### src/rtl/tp_pkg.sv
package tp_pkg;
  localparam int unsigned TGL_POS = 6;
  localparam int unsigned LIM_POS = 5;
  localparam logic [7:0] RESET_BYTE = 8'hF0;

  localparam logic [1:0] RES_NONE    = 2'b00;
  localparam logic [1:0] RES_OK      = 2'b01;
  localparam logic [1:0] RES_FAIL    = 2'b10;
  localparam logic [1:0] RES_TIMEOUT = 2'b11;

  typedef enum logic [2:0] {
    ST_IDLE,
    ST_PAIR_A,
    ST_PAIR_B,
    ST_RECHK_A,
    ST_RECHK_B,
    ST_RST_WR
  } tp_state_e;

  // bit 6 moved between two samples
  function automatic logic toggled(input logic prev_bit, input logic [7:0] cur);
    return prev_bit ^ cur[TGL_POS];
  endfunction

  // device reports it exceeded its internal limit
  function automatic logic limit_hit(input logic [7:0] cur);
    return cur[LIM_POS];
  endfunction
endpackage

### src/rtl/tp_sampler.sv
module tp_sampler
  import tp_pkg::*;
(
  input  logic       clk,
  input  logic       rst_n,
  input  logic       clear,
  input  logic       capture,
  input  logic [7:0] cur_data,
  output logic       held_bit,
  output logic       moved,
  output logic       lim
);
  always_ff @(posedge clk) begin
    if (!rst_n || clear) held_bit <= 1'b0;
    else if (capture)    held_bit <= cur_data[TGL_POS];
  end

  assign moved = toggled(held_bit, cur_data);
  assign lim   = limit_hit(cur_data);
endmodule

### src/rtl/tp_budget.sv
module tp_budget #(
  parameter int unsigned MAX_PAIRS = 4,
  localparam int unsigned CNT_W = $clog2(MAX_PAIRS + 1)
) (
  input  logic             clk,
  input  logic             rst_n,
  input  logic             clear,
  input  logic             bump,
  output logic [CNT_W-1:0] count,
  output logic             last
);
  always_ff @(posedge clk) begin
    if (!rst_n || clear) count <= '0;
    else if (bump)       count <= count + CNT_W'(1);
  end

  assign last = (count == CNT_W'(MAX_PAIRS - 1));
endmodule

### src/rtl/tp_seq.sv
module tp_seq
  import tp_pkg::*;
(
  input  logic       clk,
  input  logic       rst_n,
  input  logic       start,
  input  logic       rd_ack,
  input  logic       wr_ack,
  input  logic       moved,
  input  logic       lim,
  input  logic       last,
  output logic       rd_req,
  output logic       wr_req,
  output logic       capture,
  output logic       clear,
  output logic       bump,
  output logic       fin_ok,
  output logic       fin_fail,
  output logic       fin_tmo,
  output logic       done,
  output logic [1:0] result
);
  tp_state_e st_q, st_d;
  logic       done_q;
  logic [1:0] res_q;

  always_comb begin
    st_d     = st_q;
    rd_req   = 1'b0;
    wr_req   = 1'b0;
    capture  = 1'b0;
    clear    = 1'b0;
    bump     = 1'b0;
    fin_ok   = 1'b0;
    fin_fail = 1'b0;
    fin_tmo  = 1'b0;
    unique case (st_q)
      ST_IDLE: ;
      ST_PAIR_A, ST_RECHK_A: begin
        rd_req = 1'b1;
        if (rd_ack) begin
          capture = 1'b1;
          st_d = (st_q == ST_PAIR_A) ? ST_PAIR_B : ST_RECHK_B;
        end
      end
      ST_PAIR_B: begin
        rd_req = 1'b1;
        if (rd_ack) begin
          if (!moved)    fin_ok = 1'b1;
          else if (lim)  st_d = ST_RECHK_A;
          else if (last) fin_tmo = 1'b1;
          else begin
            bump = 1'b1;
            st_d = ST_PAIR_A;
          end
        end
      end
      ST_RECHK_B: begin
        rd_req = 1'b1;
        if (rd_ack) begin
          if (!moved) fin_ok = 1'b1;
          else        st_d = ST_RST_WR;
        end
      end
      ST_RST_WR: begin
        wr_req = 1'b1;
        if (wr_ack) fin_fail = 1'b1;
      end
      default: st_d = ST_IDLE;
    endcase
    if (fin_ok || fin_fail || fin_tmo) st_d = ST_IDLE;
    if (start) begin
      st_d     = ST_PAIR_A;
      clear    = 1'b1;
      capture  = 1'b0;
      bump     = 1'b0;
      fin_ok   = 1'b0;
      fin_fail = 1'b0;
      fin_tmo  = 1'b0;
    end
  end

  always_ff @(posedge clk) begin
    if (!rst_n) begin
      st_q   <= ST_IDLE;
      done_q <= 1'b0;
      res_q  <= RES_NONE;
    end else begin
      st_q   <= st_d;
      done_q <= fin_ok | fin_fail | fin_tmo;
      if (start)         res_q <= RES_NONE;
      else if (fin_ok)   res_q <= RES_OK;
      else if (fin_fail) res_q <= RES_FAIL;
      else if (fin_tmo)  res_q <= RES_TIMEOUT;
    end
  end

  assign done   = done_q;
  assign result = res_q;
endmodule

### src/rtl/toggle_poller.sv
module toggle_poller
  import tp_pkg::*;
#(
  parameter int unsigned ADDR_W    = 16,
  parameter int unsigned MAX_PAIRS = 4096,
  localparam int unsigned CNT_W = $clog2(MAX_PAIRS + 1)
) (
  input  logic              clk,
  input  logic              rst_n,
  input  logic              start,
  input  logic [ADDR_W-1:0] op_addr,
  output logic              rd_req,
  output logic [ADDR_W-1:0] rd_addr,
  input  logic              rd_ack,
  input  logic [7:0]        rd_data,
  output logic              wr_req,
  output logic [ADDR_W-1:0] wr_addr,
  output logic [7:0]        wr_data,
  input  logic              wr_ack,
  output logic              done,
  output logic [1:0]        result
);
  logic [ADDR_W-1:0] addr_q;
  logic              capture, clear, bump, last;
  logic              moved, lim, held_bit;
  logic              fin_ok, fin_fail, fin_tmo;
  logic [CNT_W-1:0]  pair_cnt;

  always_ff @(posedge clk) begin
    if (!rst_n)     addr_q <= '0;
    else if (start) addr_q <= op_addr;
  end

  tp_sampler u_smp (
    .clk(clk), .rst_n(rst_n), .clear(clear), .capture(capture),
    .cur_data(rd_data), .held_bit(held_bit), .moved(moved), .lim(lim)
  );

  tp_budget #(.MAX_PAIRS(MAX_PAIRS)) u_bud (
    .clk(clk), .rst_n(rst_n), .clear(clear), .bump(bump),
    .count(pair_cnt), .last(last)
  );

  tp_seq u_seq (
    .clk(clk), .rst_n(rst_n), .start(start), .rd_ack(rd_ack), .wr_ack(wr_ack),
    .moved(moved), .lim(lim), .last(last),
    .rd_req(rd_req), .wr_req(wr_req), .capture(capture), .clear(clear),
    .bump(bump), .fin_ok(fin_ok), .fin_fail(fin_fail), .fin_tmo(fin_tmo),
    .done(done), .result(result)
  );

  assign rd_addr = addr_q;
  assign wr_addr = addr_q;
  assign wr_data = RESET_BYTE;
endmodule

### config.mk
export PLATFORM = sky130hd
export DESIGN_NAME = toggle_poller
export DESIGN_NICKNAME = d
export VERILOG_FILES = /design/src/rtl/tp_pkg.sv /design/src/rtl/tp_sampler.sv /design/src/rtl/tp_budget.sv /design/src/rtl/tp_seq.sv /design/src/rtl/toggle_poller.sv
export SDC_FILE = /design/constraint.sdc
export NUM_CORES = 1
export LEC_CHECK = 0
export BUFFER_PORTS_ARGS = -buffer_cell sky130_fd_sc_hd__buf_4
export CORE_AREA = 2 2 82 84
export DETAILED_ROUTE_END_ITERATION = 10
export DIE_AREA = 0 0 84 86
export PLACE_DENSITY = 0.62
export SETUP_SLACK_MARGIN = 0.4
export SKIP_LAST_GASP = 1
export SLEW_MARGIN = 20
export SYNTH_ARGS = -nofsm -noshare
export SYNTH_HDL_FRONTEND = slang
export SYNTH_SLANG_ARGS = --single-unit
export TNS_END_PERCENT = 10
### constraint.sdc
create_clock -name clk -period 1.8 [get_ports clk]
set_input_delay 0.27 -clock clk [delete_from_list [all_inputs] [get_ports clk]]
set_output_delay 0.27 -clock clk [all_outputs]
set_load 0.1 [all_outputs]
* Yosys cells after proc, flatten, opt, wreduce, memory -nomap -nowiden *
Index checks and enable logic that the tools add are counted.

word-level totals
  bits in registers = 36
  latch bits = 0
  RAM bits = 0
  bits in read-only memories = 0
  output and inout port bits = 45
  memories kept = 0

cells by class
  $add $sub $neg = 1
  $mul = 0
  div/mod/pow operators = 0
  $lt $le $gt $ge = 0
  eq/ne operators = 19
  shift operators = 0
  mux-type cells = 39
  bitwise logic cells = 5
  reductions and logical operators = 16

operators with widths
  cell                                                    number
  2-to-1 mux 1 bit                                        28
  2-to-1 mux 3 bit                                        8
  AND reduction 7 bit                                     2
  adder 13 x 1 -> 13 bit (second input constant)          1
  == test 13 x 12 -> 1 bit (second input constant)        1
  inequality test 4 x 3 -> 1 bit (second input constant)  3
  case mux 3 bit (4 select lines)                         1
  inequality test 4 x 2 -> 1 bit (second input constant)  2
  OR reduction 2 bit                                      4
  == test 3 x 2 -> 1 bit (second input constant)          2
  == test 3 bit (second input constant)                   2
  inequality test 2 bit (second input constant)           3
  OR reduction 3 bit                                      2
  inequality test 5 x 4 -> 1 bit (second input constant)  1
  2-to-1 mux 2 bit                                        2
  inequality test 2 x 1 -> 1 bit (second input constant)  2
  OR reduction 4 bit                                      1
  == test 3 x 1 -> 1 bit (second input constant)          1
  logical NOT 3 bit                                       1
  logical OR 1 bit                                        3
  inequality test 3 x 1 -> 1 bit (second input constant)  1
  inequality test 3 bit (second input constant)           1
  nonzero test 3 bit                                      1
  inverter 1 bit                                          2
  other kinds (4)                                         5

* Longest topological paths before layout *
  depth after elaboration = 10
  gate-level depth with buffers = 6
  depth with buffers taken out = 5

* Modules after synthesis *
From an unflattened synthesis, not the netlist that was laid out.

unflattened totals
  cells, all modules = 199
  area, all modules = 1,871.8 µm²

modules (own cells, without submodules)
  module         instances  cells an instance  area each (µm²)
  toggle_poller  1          77                 803.3
  tp_budget      1          67                 614.3
  tp_seq         1          50                 395.4
  tp_sampler     1          5                  58.8

* Worst setup path before layout *
No wires, ideal clock.

  path type = flip-flop to output port
  start point = reg u_seq.st_q[1]
  end point = out rd_req
  arrival time = 2.080 ns
  slack = -0.550 ns
  stages on the path, launching flop included = 4
  cells stage by stage = dfxtp_1 > buf_2 > nor2_1 > xnor2_1

on the way
  cells in the longest elaborated chain, start to end = 3

ends and longest elaborated chain
  item                                            RTL line             RTL
  start, declared                                 tp_seq.sv:23         tp_state_e st_q, st_d;
  start signal, assigned                          tp_seq.sv:89         st_q <= st_d;
  == test 3 x 2 -> 1 bit (tied with other cells)  tp_seq.sv:37         unique case (st_q)
  OR reduction 4 bit (no source line) (*)         -
  2-to-1 mux 1 bit (*)                            tp_seq.sv:37
  end, declared                                   toggle_poller.sv:12  output logic rd_req,

Mark *: on every way between the ends. The rest lies on a longest branch, timed or not.

* Worst setup path in the final report *
  start point = reg u_seq.st_q[0]
  end point = reg u_bud.count[6]

on the way
  cells in the longest elaborated chain, start to end = 3

ends and longest elaborated chain
  item                    RTL line         RTL
  == test 3 x 2 -> 1 bit  tp_seq.sv:37
  2-to-1 mux 1 bit        tp_seq.sv:37
  2-to-1 mux 1 bit        tp_seq.sv:72     if (start) begin
  end signal, assigned    tp_budget.sv:14  else if (bump) count <= count + CNT_W'(1);
  end, declared           tp_budget.sv:9   output logic [CNT_W-1:0] count,

Every way passes these cells.
A chain may end at the register's enable or synchronous reset.

==> metrics.md <==
| Metric | Value |
|---|---|
| Met1 Wirelength | `2.09 mm` |
| # H-tree levels | `2` |
| Routed wire length per instance | `around 13 um` |
| Non-filler cells, final | `~350` |
| CP max FO | `6` |
| Inst Count DP | `around 340` |
| Core area | `between 0.006 and 0.007 mm^2` |
| Synth warn | `0` |
| # clock sinks | `36` |
| Element type at the critical path end | `flop` |
| Final net count | `slightly above 300` |
| Period utilization | `around nine tenths` |
| Total CTS buffers | `5` |
| CTS tree | `yes` |
| WP data arrival | `about 1800 ps` |
| Number of diodes | `0` |
| Top routing layer used | `met4` |
| Pwr Total | `between 2 and 2.5 mW` |
| Post-Syn Area | `approximately 0.0019 mm^2` |
| Slew Viols, Final | `0` |
| Hold Crit Depth | `3` |
| Top Ports | `74` |
| Post-synth top area cell | `dfxtp_1` |
| DRT Wirelength | `approximately 4.5 mm` |
| Unrepaired setup endpoints after global routing | `true` |
| Most common cell after layout, fill and taps aside | `buf_4` |
| Worst R2R End | `u_bud.count[6]` |
| Vias in the first global route | `roughly 1.6k` |
| # setup viols final | `0` |
| Worst path required time | `1970 ps` |
| Site row count | `29` |
| Reg2Reg Setup Slack | `approximately 150 ps` |
| Final RePlAce weighted congestion | `about 0.77` |
| PD cells | `~800 mW/mm^2` |
| Die Y | `between 80 and 90 um` |
| Clock latency on the worst-skew pair | `a little under 300 ps` |
| Layout cells sized above 1 | `between 40% and 50%` |
| Metal3 WL | `about 320 um` |
| Cells after Synth | `~210` |
| GRT overflow | `0` |
| Clock slew at reported path FFs | `about 70 ps` |
| Total track usage | `12.2%` |
| Die width | `84 um` |
| P_leak | `1.16 nW` |
| Hold_ws | `approximately 210 ps` |
| Via count | `roughly 1.7k` |
| Layout fillers | `between 600 and 700` |
| Root buf cell | `clkbuf_8` |
| Initial Utilization | `29.8%` |
| Worst Hold Path EP | `rd_addr[3]` |
| Netlist cell types | `41` |
| Vias per cell | `4.86` |
| Final hold violation count | `0` |
| Final ANT Viol Nets | `0` |
| Hold Path Class | `primary input to flop` |
| Final setup TNS | `0 ps` |
| Detailed router's first-iteration violation count | `between 70 and 80` |
| Status | `completed` |
| Yosys top cell area share | `about two fifths` |
| First-pass GRT wire length | `around 7.2 mm` |
| WL met2 | `between 2 and 2.5 mm` |
| DR DRC count | `0` |
| Setup Skew | `between 5 and 6 ps` |
| 1st-pass router iterations | `4` |
| Kind of critical path | `flop to flop` |
| Worst r2r src | `u_seq.st_q[0]` |
| Area of the die | `around 0.0072 mm^2` |
| Fmax | `approximately 610 MHz` |
| Clock Path Buffers | `2` |
| Final min period | `1650 ps` |
| # port buffers | `slightly below 60` |
| Peak supply drop | `0.497 mV` |
| Largest net degree at the start of global routing | `18` |
| P&R area growth vs syn | `42.6%` |
| Most frequent cells in the layout | `78 x buf_4, 32 x dfxtp_1, 23 x nor2_1` |
| Largest cells by area after synthesis | `dfxtp_1 39%, buf_4 10%, mux2i_1 9.1%` |
| Max-cap violations | `0` |
| Final HPWL DP | `3.15 mm` |
| Crit path launch type | `flop` |
| Beginning of the worst hold path | `op_addr[3]` |
| R2R depth | `6` |
| Synthesized flop and latch total | `36` |
| Syn Area/Cell | `slightly below 9 um^2` |
| Initial antenna violation count | `0` |
| Post-synthesis sequential area ratio | `between 30 and 40%` |
[through the flow]
step / util (%) / area (um^2) / worst slack, ps
5_1_grt: 42.5 / 2670 / 119
6_report: 42.5 / 2670 / 150
2_1_floorplan: - / 1920 / 135
3_5_place_dp: 37.2 / 2330 / 33.1
4_1_cts: 40.8 / 2560 / 138
3_3_place_gp: 37.2 / 2330 / 79.7
[worst max-delay path, stage by stage (launching register included)]
cell and delay [ps]:
dfxtp_2 330, nor4b_4 340, buf_4 180, nand4b_4 150, buf_4 170, o31ai_2 260
a21oi_2 90
[cells in the mapped netlist (all sizes together)]
cell	n
nor2b	1
o31ai	6
nand4b	1
nor4b	1
and3	2
conb	2
clkinv	1
nor4	7
o21a	1
a211oi	2
nand4	8
o311a	1
a21oi	16
ha	1
and2	1
or2	2
o311ai	1
or3	2
nand2b	1
nor3	1
nor2	24
a311o	1
o41ai	1
inv	4
mux2i	17
nand3	6
and4b	2
o31a	3
buf	29
dfxtp	36
nor3b	2
or4	6
xor2	2
o21ai	5
nand2	10
xnor2	2
clkbuf	5
[logic make-up (layout without fill, tap and decap cells)]
family / after synthesis / after routing / synth area share, %
simple gates: 77 / 77 / 23.4
buf+inv: 39 / 97 / 13.3
compound gates: 37 / 37 / 12.7
flops: 36 / 36 / 38.6
mux: 17 / 17 / 9.10
xor+xnor: 4 / 4 / 1.87
other cells: 2 / 8 / 0.402
fa+ha+maj: 1 / 1 / 0.669
[timing repair]
action                                  in CTS  in global routing
cloned                                       0                  0
setup buffers                                5                  6
hold buffers                                 0                  0
resized for setup                           22                 16
pin swaps                                    3                  7
endpoints found under the setup margin      20                 21
[worst max path at each step]
stage / startpoint / to / cells past startpoint
final: u_seq.st_q[0] / u_bud.count[6] / 6
after CTS: u_seq.st_q[0] / u_bud.count[6] / 5
after floorplan: u_bud.count[0] / u_bud.count[11] / 5
after global placement: rd_data[5] / u_bud.count[4] / 6
after global routing: u_seq.st_q[0] / u_bud.count[6] / 5
after detailed placement: rd_data[5] / u_bud.count[6] / 6
[where the power goes]
group	switching (mW)	internal, mW	total [mW]	leakage [nW]
Clock	0.299	0.410	0.708	0.0541
Sequential	0.0195	0.820	0.839	0.296
Combinational	0.497	0.145	0.642	0.812
Total	0.815	1.37	2.19	1.16
[sequential cells by signal (all words and copies together) (netlist names)]
| name | flops |
|---|---|
| rd_addr | 16 |
| u_bud.count | 13 |
| u_seq.st_q | 3 |
| u_seq.result | 2 |
| u_seq.done | 1 |
| u_smp.held_bit | 1 |
[layer usage]
layer | vias to the layer above | track usage, %
met4 | 0 | 4.69
met1 | 787 | 15.5
met2 | 63 | 19.6
met3 | 5 | 3.66
met5 | - | 0
li1 | 867 | -
[layout make-up]
cell class	count	area, um^2	area share, %
Inverter	5	18.8	0.704
Sequential cell	36	728	27.3
Clock buffer	5	68.8	2.58
Multi-Input combinational cell	144	1040	38.9
Tap cell	77	96.3	3.62
Timing Repair Buffer	84	674	25.3
Clock inverter	3	42.5	1.60
(Power assumes the default switching activity.)
